<file path="src/rtl/sbs_pkg.sv">
// Package: shared constants and types for the burst address sequencer.
// Assumes a fixed four-beat burst, so the beat count is two bits wide.
package sbs_pkg;
    localparam int BURST_LEN = 4;
    localparam int BEAT_W    = $clog2(BURST_LEN);

    typedef logic [BEAT_W-1:0] beat_t;

    typedef enum logic {
        ORD_LINEAR     = 1'b0,
        ORD_INTERLEAVE = 1'b1
    } burst_order_e;
endpackage

</file>
<file path="src/rtl/sbs_start_reg.sv">
// Module: sbs_start_reg
// Holds the captured start address (upper and low parts), the ordering
// chosen at load, and the burst-active flag.
// Assumes: a synchronous active-low reset; a load may occur on any edge.
module sbs_start_reg
    import sbs_pkg::*;
#(
    parameter int ADDR_W = 20
) (
    input  logic              clk,
    input  logic              rst_n,
    input  logic              load_en,
    input  logic [ADDR_W-1:0] start_addr,
    input  logic              order_sel,
    output logic [ADDR_W-BEAT_W-1:0] upper_q,
    output beat_t             low_q,
    output burst_order_e      order_q,
    output logic              active_q
);
    // Capture the start address and ordering on load; clear them on reset.
    always_ff @(posedge clk) begin
        if (!rst_n) begin
            upper_q  <= '0;
            low_q    <= '0;
            order_q  <= ORD_LINEAR;
            active_q <= 1'b0;
        end else if (load_en) begin
            upper_q  <= start_addr[ADDR_W-1:BEAT_W];
            low_q    <= start_addr[BEAT_W-1:0];
            order_q  <= burst_order_e'(order_sel);
            active_q <= 1'b1;
        end
    end
endmodule

</file>
<file path="src/rtl/sbs_beat_ctr.sv">
// Module: sbs_beat_ctr
// Beat counter for one burst. Load clears it. Advance steps it only while a
// burst is active. It wraps naturally from the last beat back to zero.
// Assumes: load takes priority over advance.
module sbs_beat_ctr
    import sbs_pkg::*;
(
    input  logic  clk,
    input  logic  rst_n,
    input  logic  load_en,
    input  logic  advance,
    input  logic  active,
    output beat_t beat_q,
    output logic  at_last
);
    localparam beat_t LAST_BEAT = beat_t'(BURST_LEN - 1);

    // Count beats: clear on reset or load, step on a gated advance.
    always_ff @(posedge clk) begin
        if (!rst_n) begin
            beat_q <= '0;
        end else if (load_en) begin
            beat_q <= '0;
        end else if (advance && active) begin
            beat_q <= beat_q + beat_t'(1);
        end
    end

    // Flag the final beat of an active burst.
    always_comb begin
        at_last = active && (beat_q == LAST_BEAT);
    end
endmodule

</file>
<file path="src/rtl/sbs_order_map.sv">
// Module: sbs_order_map
// Maps the captured low bits and the beat count to the low address bits of
// the current beat. A generate block builds one mapping per order kind, and a
// mux picks between them using the order captured at load.
// Assumes: purely combinational; the inputs come from registers.
module sbs_order_map
    import sbs_pkg::*;
(
    input  beat_t        base_low,
    input  beat_t        beat,
    input  burst_order_e order,
    output beat_t        addr_low
);
    beat_t cand [2];

    for (genvar k = 0; k < 2; k++) begin : g_order
        if (k == int'(ORD_INTERLEAVE)) begin : g_xor
            // Interleaved order: flip the start bits by the beat count.
            always_comb cand[k] = base_low ^ beat;
        end else begin : g_add
            // Linear order: add the beat count and wrap modulo the burst.
            always_comb cand[k] = base_low + beat;
        end
    end

    // Select the mapping chosen for this burst.
    always_comb begin
        addr_low = cand[int'(order)];
    end
endmodule

</file>
<file path="src/rtl/sram_burst_seq.sv">
// Module: sram_burst_seq (top)
// Sequences the word addresses of a four-beat SRAM read burst. The first
// address comes from outside; the rest come from reordering the low two bits.
// Assumes: synchronous active-low reset; order_sel is sampled only on load.
module sram_burst_seq
    import sbs_pkg::*;
#(
    parameter int ADDR_W = 20
) (
    input  logic              clk,
    input  logic              rst_n,
    input  logic              load_en,
    input  logic [ADDR_W-1:0] start_addr,
    input  logic              advance,
    input  logic              order_sel,
    output logic [ADDR_W-1:0] addr_out,
    output logic [1:0]        beat_idx,
    output logic              busy,
    output logic              last_beat
);
    logic [ADDR_W-BEAT_W-1:0] upper_q;
    beat_t                    low_q;
    burst_order_e             order_q;
    logic                     active_q;
    beat_t                    beat_q;
    beat_t                    low_now;
    logic                     at_last;

    sbs_start_reg #(.ADDR_W(ADDR_W)) u_start (
        .clk        (clk),
        .rst_n      (rst_n),
        .load_en    (load_en),
        .start_addr (start_addr),
        .order_sel  (order_sel),
        .upper_q    (upper_q),
        .low_q      (low_q),
        .order_q    (order_q),
        .active_q   (active_q)
    );

    sbs_beat_ctr u_ctr (
        .clk     (clk),
        .rst_n   (rst_n),
        .load_en (load_en),
        .advance (advance),
        .active  (active_q),
        .beat_q  (beat_q),
        .at_last (at_last)
    );

    sbs_order_map u_map (
        .base_low (low_q),
        .beat     (beat_q),
        .order    (order_q),
        .addr_low (low_now)
    );

    // Join the held upper bits to the sequenced low bits, and drive status.
    always_comb begin
        addr_out  = {upper_q, low_now};
        beat_idx  = beat_q;
        busy      = active_q;
        last_beat = at_last;
    end
endmodule

</file>
<file path="config.mk">
export PLATFORM = sky130hd
export DESIGN_NAME = sram_burst_seq
export DESIGN_NICKNAME = d
export VERILOG_FILES = /design/src/rtl/sbs_pkg.sv /design/src/rtl/sbs_start_reg.sv /design/src/rtl/sbs_beat_ctr.sv /design/src/rtl/sbs_order_map.sv /design/src/rtl/sram_burst_seq.sv
export SDC_FILE = /design/constraint.sdc
export NUM_CORES = 1
export LEC_CHECK = 0
export ABC_AREA = 1
export BUFFER_PORTS_ARGS = -buffer_cell sky130_fd_sc_hd__buf_4
export CAP_MARGIN = 20
export CORE_MARGIN = 3
export CORE_UTILIZATION = 43
export DETAILED_ROUTE_END_ITERATION = 10
export GPL_TIMING_DRIVEN = 0
export HOLD_SLACK_MARGIN = 0.1
export PLACE_DENSITY = 0.77
export SYNTH_ARGS = -nofsm -noshare
export SYNTH_HDL_FRONTEND = slang
export SYNTH_SLANG_ARGS = --single-unit
</file>
<file path="constraint.sdc">
create_clock -name clk -period 1.2 [get_ports clk]
set_clock_uncertainty 0.1 [all_clocks]
set_input_delay 0.12 -clock clk [delete_from_list [all_inputs] [get_ports clk]]
set_output_delay 0.12 -clock clk [all_outputs]
set_load 0.02 [all_outputs]
</file>
==> out/results.tsv <==
metric	value	unit
height of the die	52.4	um
post-synth top area share	0.518	
worst slack, placed	-31.4	ps
Placed Area	1320	um2
crit path to	addr_out[1]	
WP data arrival	1220	ps
Antenna diodes	0	
final worst slack	-236	ps
drt first pass iters	4	
# clock sinks	24	
Static Leak	0.803	nW
final core utilization	0.822	
maximum VDD drop	0.806	mV
TritonCTS clock tree	yes	
f_max	0.696	GHz
count of different cell masters after synthesis	13	
fin area	1650	um2
Overall Global Routing Usage	0.204	
Worst Reg-to-Reg Cells	4	
vias per cell	4.66	
critical path required time	980	ps
Worst-Margin Slew	177	ps
Reg clk slew, reported paths	130	ps
most area-hungry cell type in the Yosys netlist	dfxtp_1	
vias	1057	
cell area after synthesis	927	um2
Worst path most repeated cell	inv_2	
fin crit period	1440	ps
unrepaired setup endpoints after global routing	true	
initial antenna violation count	0	
largest net degree at the start of global routing	14	
# rows	16	
grt total ovfl	0	
worst hold slack	402	ps
Worst Setup Start Kind	register	
placed cell count	198	
top cells by count, synth	nor2_1 (46), dfxtp_1 (24), o21ai_0 (18), nand2_1 (10), inv_1 (8)	
power density over the cells	1040	nW/um2
Warnings, synthesis	0	
Reg area	484	um2
Total Neg Setup Slack	-474	ps
die width	52.4	um
sequential fraction of the synthesis area	0.518	
failing checks	negative setup slack	
final cell count without fillers	227	
Num CTS Buffers	3	
first-pass GRT wire length	4220	um
crit end category	output pin	
IO Port Bufs	48	
CTS root buf	clkbuf_4	
class of the worst hold path	reg -> reg	
GRT busiest layer	met2	
worst rel slew slack	0.880	
Routed WL	2670	um
RR Endpoint	u_ctr.beat_q[1]	
met1 Track Usage GR	0.242	
crit path launch	u_ctr.beat_q[0]	
area occupied by multi-input gates	390	um2
drt first-iter violations	20	
gp weighted congestion	0.666	
detailed placement HPWL	1730	um
DR WL/cell	11.7	um
ys async rst share	0	
I/O Pins	49	
core area	2000	um2
outcome	finished, violations left	
MaxCap Viol Count	0	
Worst R2R Setup Slack	60	ps
Pwr Total	1.71	mW
H-Tree Depth	1	
worst path cell trace	ha_4 -> inv_2 -> nor2_2 -> nand3_2 -> nand2_2 -> inv_2 -> buf_6	
Remaining DRCs	0	
largest cells by area after synthesis	dfxtp_1 (52%), nor2_1 (19%), o21ai_0 (9.7%), nand2_1 (4.0%), inv_1 (3.2%)	
most frequent cell after synthesis	nor2_1	
RR Startpoint	u_ctr.beat_q[0]	
Final Hold Fails	0	
Slowest cell on crit path	dfxtp_2	
syn nets	150	
synthesis-to-layout area growth	77.5	%
ys flop type	dfxtp_1	
slowest stage delay, CP	370	ps
Post-synth EDFFs	0	
Crit Path Class	reg -> out	
Skew-Pair Late Insertion Delay	300	ps
clk buf depth	2	
Final ANT Viol Nets	0	
vias in the first global route	982	
met3 global-route usage	0.0456	
Mapped Avg Cell Area	7.54	um2
layout cells sized above 1	0.350	
crit path max fanout	2	
Starting Density	0.463	
Final nets	228	
Yosys reg bits	24	
final setup fails	3	
die area	2750	um2
Slew Limit Fails	0	
final cycle utilization of the critical path	1.20	
Global Route met2 Usage	0.384	
fillers	131	
Mapped Cells	123	
metal layers:
layer  vias up  share of wire
met2        27           0.54
met1       492           0.41
li1        538              -
met4         0              0
met3         0          0.051
met5         -              0
power breakdown:
| group | switching [mW] | internal (mW) | leakage, nW | total, mW |
|---|---|---|---|---|
| clock network | 0.228 | 0.185 | 0.0210 | 0.412 |
| registers | 0.0315 | 0.851 | 0.201 | 0.882 |
| logic | 0.193 | 0.220 | 0.581 | 0.413 |
| total | 0.452 | 1.26 | 0.803 | 1.71 |
worst max-delay path, delay by kind of cell, from the launching register on:
family                   cells  cell delay, ps
flip-flops                   1             370
AND/OR/NAND/NOR              3             230
adder cells (fa/ha/maj)      1             140
buffers and inverters        3             180
cell usage in the layout (no fill, tap or decap), types with 5 or more instances in the layout:
cell type      count
o21ai_1            5
dfxtp_1           21
dlygate4sd3_1     24
inv_1              6
o21ai_0           17
nor2_1            45
buf_4             48
nand2_1            9
buf_6              5
final cells by class:
type                       count  area share
buffer                         6      0.0289
clock buffer                   4      0.0221
multi-input combinational     84       0.237
tap                           27      0.0205
sequential                    24       0.294
timing repair buffer          73       0.376
inverter                       9      0.0205
state kept, by name, indices dropped and copies added, names as in the netlist:
register,cells
u_ctr.beat_q,2
u_start.active_q,1
u_start.low_q,2
u_start.order_q,1
u_start.upper_q,18
kinds of logic after synthesis:
group	count (synthesis)	synth area share
AOI/OAI and AO/OA	24	0.130
and+or+nand+nor	58	0.238
buffers and inverters	15	0.0877
adders and majority gates	2	0.0270
DFF	24	0.518
worst min-delay path by stage:
stage | start | endpoint | slack, ps | cells after the start
final | u_start.order_q | u_start.order_q | 400 | 2
after global placement | start_addr[0] | u_start.low_q[0] | 240 | 3
after floorplan | start_addr[16] | u_start.upper_q[14] | 150 | 2
after detailed placement | start_addr[0] | u_start.low_q[0] | 250 | 3
after global routing | u_start.order_q | u_start.order_q | 430 | 2
after CTS | u_start.order_q | u_start.order_q | 390 | 2
what timing repair did:
item	CTS	global route
endpoints found under the setup margin	3	5
pin swaps	4	4
hold endpoints to repair	24	0
gates resized for setup	7	7
hold buffers	24	0
buffers inserted	1	0
gates cloned	0	0
Power figures use the tool's default switching activity.
